--- config.mk ---
export PLATFORM = sky130hd
export DESIGN_NAME = mmc_data_fifo
export DESIGN_NICKNAME = d
export VERILOG_FILES = /design/src/rtl/mmc_data_fifo.sv
export SDC_FILE = /design/constraint.sdc
export NUM_CORES = 1
export LEC_CHECK = 0
export BUFFER_PORTS_ARGS = -buffer_cell sky130_fd_sc_hd__buf_2
export CORE_UTILIZATION = 32
export DETAILED_ROUTE_END_ITERATION = 12
export PLACE_DENSITY = 0.48
export SYNTH_ARGS = -nofsm -noshare
export SYNTH_HDL_FRONTEND = slang
export SYNTH_SLANG_ARGS = --single-unit
--- constraint.sdc ---
create_clock -name clk -period 2.73 [get_ports clk]
set_input_delay 0.273 -clock clk [delete_from_list [all_inputs] [get_ports clk]]
set_output_delay 0.273 -clock clk [all_outputs]
set_load 0.02 [all_outputs]
--- src/rtl/mmc_data_fifo.sv ---
module mmc_data_fifo #(
  parameter int DW    = 16,
  parameter int DEPTH = 32
) (
  input  logic                     clk,
  input  logic                     rst_n,
  input  logic                     dir_rx,
  input  logic                     xfer_active,
  input  logic                     fifo_flush,
  input  logic                     reg_wr_en,
  input  logic [DW-1:0]            reg_wr_data,
  input  logic                     reg_rd_en,
  output logic [DW-1:0]            reg_rd_data,
  input  logic                     card_push,
  input  logic [DW-1:0]            card_push_data,
  input  logic                     card_pop,
  output logic [DW-1:0]            card_pop_data,
  output logic [$clog2(DEPTH):0]   fill_level,
  input  logic                     cfg_wr_en,
  input  logic [15:0]              cfg_wr_data,
  output logic [15:0]              cfg_rd_data,
  input  logic                     mask_wr_en,
  input  logic [15:0]              mask_wr_data,
  input  logic [15:0]              status_set,
  input  logic                     status_clr_en,
  input  logic [15:0]              status_clr_data,
  output logic [15:0]              status_rd_data,
  output logic                     rx_dma_req,
  output logic                     tx_dma_req,
  output logic                     irq
);
  localparam int AW = $clog2(DEPTH);
  localparam int CW = AW + 1;
  localparam logic [CW-1:0] FULL = CW'(DEPTH);
  localparam int RXF = 10;
  localparam int TXF = 11;
  localparam logic [15:0] LIVE = (16'h1 << RXF) | (16'h1 << TXF);

  logic [DW-1:0] mem [DEPTH];
  logic [AW-1:0] head;
  logic [CW-1:0] count;
  logic          rx_en, tx_en;
  logic [AW-1:0] af_lvl, ae_lvl;
  logic [14:0]   mask;
  logic [15:0]   sticky;

  logic          push_req, pop_req, do_push, do_pop;
  logic [DW-1:0] push_word;
  logic [AW-1:0] tail;

  assign push_req  = dir_rx ? card_push : reg_wr_en;
  assign push_word = dir_rx ? card_push_data : reg_wr_data;
  assign pop_req   = dir_rx ? reg_rd_en : card_pop;
  assign do_push   = push_req && (count != FULL) && !fifo_flush;
  assign do_pop    = pop_req && (count != '0) && !fifo_flush;
  assign tail      = head + count[AW-1:0];

  always_ff @(posedge clk) begin
    if (do_push) mem[tail] <= push_word;
  end

  always_ff @(posedge clk or negedge rst_n) begin
    if (!rst_n) begin
      head  <= '0;
      count <= '0;
    end else if (fifo_flush) begin
      head  <= '0;
      count <= '0;
    end else begin
      if (do_pop) head <= head + 1'b1;
      count <= count + CW'(do_push) - CW'(do_pop);
    end
  end

  assign reg_rd_data   = mem[head];
  assign card_pop_data = mem[head];
  assign fill_level    = count;

  always_ff @(posedge clk or negedge rst_n) begin
    if (!rst_n) begin
      rx_en  <= 1'b0;
      tx_en  <= 1'b0;
      af_lvl <= '1;
      ae_lvl <= '0;
    end else if (cfg_wr_en) begin
      rx_en  <= cfg_wr_data[15];
      af_lvl <= cfg_wr_data[8 +: AW];
      tx_en  <= cfg_wr_data[7];
      ae_lvl <= cfg_wr_data[0 +: AW];
    end
  end

  always_comb begin
    cfg_rd_data = '0;
    cfg_rd_data[15] = rx_en;
    cfg_rd_data[8 +: AW] = af_lvl;
    cfg_rd_data[7] = tx_en;
    cfg_rd_data[0 +: AW] = ae_lvl;
  end

  logic idle_empty, rx_hit, tx_hit, flag_rx, flag_tx;
  assign idle_empty = !xfer_active && (count == '0);
  assign rx_hit     = !idle_empty && dir_rx && (count > CW'(af_lvl));
  assign tx_hit     = !idle_empty && !dir_rx && (count < CW'(ae_lvl));
  assign rx_dma_req = rx_hit && rx_en;
  assign flag_rx    = rx_hit && !rx_en;
  assign tx_dma_req = tx_hit && tx_en;
  assign flag_tx    = tx_hit && !tx_en;

  always_ff @(posedge clk or negedge rst_n) begin
    if (!rst_n) begin
      sticky <= '0;
      mask   <= '0;
    end else begin
      sticky <= ((sticky & ~(status_clr_en ? status_clr_data : 16'h0)) | status_set) & ~LIVE;
      if (mask_wr_en) mask <= mask_wr_data[14:0];
    end
  end

  always_comb begin
    status_rd_data = sticky;
    status_rd_data[RXF] = flag_rx;
    status_rd_data[TXF] = flag_tx;
  end

  assign irq = |(status_rd_data & {1'b0, mask});

  assert_no_overflow_R3: assert property (@(posedge clk) disable iff (!rst_n)
    (count == FULL && push_req && !pop_req && !fifo_flush) |=> (count == FULL));

  assert_bounded_level_R2: assert property (@(posedge clk) disable iff (!rst_n)
    count <= FULL);

  assert_no_underflow_R4: assert property (@(posedge clk) disable iff (!rst_n)
    (count == '0 && pop_req && !push_req && !fifo_flush) |=> (count == '0 && $stable(head)));

  assert_idle_quiet_R8: assert property (@(posedge clk) disable iff (!rst_n)
    (!xfer_active && count == '0) |-> (!rx_dma_req && !tx_dma_req && status_rd_data[TXF:RXF] == 2'b00));

  assert_cfg_clears_flag_R9: assert property (@(posedge clk) disable iff (!rst_n)
    (cfg_wr_en && cfg_wr_data[15]) |=> !status_rd_data[RXF]);

  assert_one_request_R6: assert property (@(posedge clk) disable iff (!rst_n)
    $onehot0({rx_dma_req, tx_dma_req}));

  assert_flush_empties_R12: assert property (@(posedge clk) disable iff (!rst_n)
    fifo_flush |=> (count == '0));
endmodule

==> flow_summary.toml <==
[sta]
clock_skew_ns = 0.0269
rsz0062_at_grt = "true"
setup_ws_ns = -0.446
period_needed_ns = 3.18
slew_viol_final = 0
min_period_over_period_pct = 116
max_slew.worst_pin.slew_ns = 0.877
relSlewSlack_pct = 41.5
setup_viol = 33
final_hold_viol_count = 0
fmax_ghz = 0.315

[worst_setup_path]
slowest_delay_ns = 0.56
slowest_stage = "dfrtp_4"
worstSetupPathType = "reg -> out"
path_delay_family = "buffers and inverters"
start_kind = "flip-flop"
setup.worst_path.start = "head[0]$_DFFE_PN0P_"
r2r_start = "fill_level[2]$_DFF_PN0_"
critPathBufInv = 6
crit_chain = "buf_12 -> buf_16 -> buf_16 -> buf_8 -> mux2i_2 -> o22ai_2 -> a2111oi_2 -> buf_4 -> a21oi_2 -> buf_4"
cp-end-kind = "primary output"
cp_data_arrival_time_ns = 2.90
crit_required_ns = 2.46
cp_max_fo = 7

[drt]
wl_met2_um = 30000
first_iter_violations = 801
vias = 12200
top_layer_used = "met5"
wl_met1_um = 26200
via_per_inst = 4.85
route.antenna.remaining_nets = 0
route.detailed.drc = 0
wl_per_cell_um = 23.5
drt_first_pass_iters = 5
wl_met3_um = 2120
wl_um = 59300

[global_route]
grt_start_max_net_pins = 36
grt_pass1_vias = 12800
grt_util_all_layers_pct = 16.6
grt_pass1_wl_um = 86100
antenna_found_initial = 3
overflow = 0

[placement]
hpwlAfterDp_um = 35800
dp_slack_ns = -0.0612
port_buffers = 167
gp_congestion = 0.731

[logic_synthesis]
synth-seq-cells = 564
yosysTopAreaCell = "edfxtp_1"
synth_top_area_share_pct = 67.6
synth_edf_count = 512
avgSynthCellArea_um2 = 19.3
ys.flop_type = "edfxtp_1"
yosys_warnings = 0
ys_async_sr_fraction_pct = 9.22
postSynthCellCount = 1178
syn_area_um2 = 22700
seq_area_frac_synth_pct = 73.4
ys_types = 52
synthTopCellsByArea = "edfxtp_1 68%, mux4_2 8.6%, dfrtp_1 5.2%"

[floorplanning]
die_x_um = 269
core_um2 = 70100
die-area_um2 = 72100
num_rows = 97
die_h_um = 269
io_pins = 181
start_util_pct = 32.4

[worst_hold_path]
hp-start = "cfg_wr_en"
hold_class = "in -> reg"

[clock_tree]
clock_path_buffers = 3
clk_latency_ns = 0.63
clk_pin_slew_ns = 0.06
cts_buffers = 59
clock-sinks = 564
cts_max_level = 2
cts_root_buf = "clkbuf_16"
cts_tree = "yes"

[outcome]
failed_checks = "negative setup slack"
outcome = "complete, but fails checks"

[layout]
num-nets-final = 1667
syn_to_final_growth_pct = 31.7
fillCellCount = 6240
drive_gt1_share_pct = 43.6
utilization_pct = 42.7

[pwr]
power_leakage_nw = 9.96
power.density_nw_per_um2 = 861
ir_drop_mv = 0.499

[job]
drv_cap = 0
## placed cells by master (no fill, tap or decap), types with 7 or more instances in the layout
cell type      synthesis  final
edfxtp_1             512    512
buf_2                  6    140
mux4_2                87     96
buf_4                 34     75
clkbuf_16              0     61
dlygate4sd3_1          0     61
mux2i_1               64     55
buf_12                 2     52
dfrtp_1               47     42
mux2_2                35     35
buf_6                  6     34
nand2_1               28     24
nor2_4                 0     20
inv_1                 21     17
nor2_2                 0     16
a21o_1                16     16
ha_1                  23     16
clkbuf_1              30     16
a22oi_2                0     15
nor2_1                51     15
o221ai_1              15     14
a21oi_2                0     13
a22o_4                 0     12
a21oi_1               33     11
clkinv_1               0     11
nand3_1               14     10
a2111oi_4              0     10
bufinv_16              0     10
a21oi_4                0      9
a22oi_1               24      9
o21ai_0               14      9
o22ai_1               16      8
o22ai_2                0      8
mux2i_2                0      7
ha_4                   0      7
## worst paths after layout
path	end	slack (ns)	cells after the start
worst min-delay path	af_lvl[1]$_DFFE_PN1P_	0.07	2
worst max-delay path	reg_rd_data[10]	-0.45	10
worst min register to register	mask[13]$_DFFE_PN0P_	0.51	1
max in group asynchronous	sticky[2]$_DFF_PN0_	1.72	3
min in group asynchronous	mask[6]$_DFFE_PN0P_	0.27	2
worst max register to register	mem[7][1]$_DFFE_PP_	0.06	10
## repair_timing
item	4_1_cts	5_1_grt
buffers inserted	24	15
cloned	4	2
gates resized for setup	127	145
hold buffers	61	0
endpoints found under the setup margin	90	382
hold endpoints to repair	80	0
pin swaps	19	32
## per-layer routing
metal / global-route usage (%) / up-vias
met2: 28.1 / 235
met5: 0 / -
met1: 22.5 / 6426
li1: - / 5508
met3: 2.56 / 77
met4: 3.76 / 2
## sequential cells by signal, summed over array words and instances (netlist names)
register	cells
ae_lvl	5
sticky	14
fill_level	6
mem	512
tx_en	1
head	5
af_lvl	5
rx_en	1
mask	15
## per-stage QoR
step | TNS (ns) | total power [mW] | cell area, µm² | cells | hold WS [ns]
2_1_floorplan | -86.67 | 14.0 | 22800 | 1181 | -0.0226
3_3_place_gp | -1.01 | 15.8 | 25700 | 2310 | 0.422
3_5_place_dp | -1.85 | 15.9 | 25700 | 2310 | 0.423
4_1_cts | -14.77 | 25.4 | 29200 | 2510 | 0.0164
5_1_grt | -19.34 | 26.9 | 29900 | 2526 | 0.0627
6_report | -12.76 | 25.8 | 29900 | 2526 | 0.0682
## synthesized netlist by cell type, types with 7 or more instances
master	number
a2111oi_2	12
a21o_1	16
a21oi_1	33
a22o_1	13
a22oi_1	24
buf_4	34
clkbuf_1	30
dfrtp_1	47
edfxtp_1	512
ha_1	23
inv_1	21
mux2_2	35
mux2i_1	64
mux4_1	11
mux4_2	87
nand2_1	28
nand3_1	14
nor2_1	51
o21ai_0	14
o221ai_1	15
o22ai_1	16
xor2_1	7
## report_power, final
part	internal [mW]	switching [mW]	total (mW)
logic	3.69	3.73	7.42
registers	9.87	0.148	10.0
clock network	4.95	3.41	8.36
## cell families after synthesis
family	Yosys count	share of synthesized area, %
multiplexers	197	14.4
buffers and inverters	103	2.69
other	1	0.0165
AO/OA/AOI/OAI	161	5.29
XOR/XNOR	13	0.501
flip-flops	564	73.4
AND/OR/NAND/NOR	114	2.24
adder cells (fa/ha/maj)	25	1.44
## area by class of cell
type	count	area, µm²	area share (%)
antenna	1	2.50	0.00836
clock buffer	75	1540	5.13
clock inverter	37	482	1.61
inverter	21	78.8	0.263
multi-input combinational	514	6410	21.4
sequential	564	16700	55.7
tap	940	1180	3.93
timing repair buffer	374	3570	11.9
(Power assumes the default switching activity.)
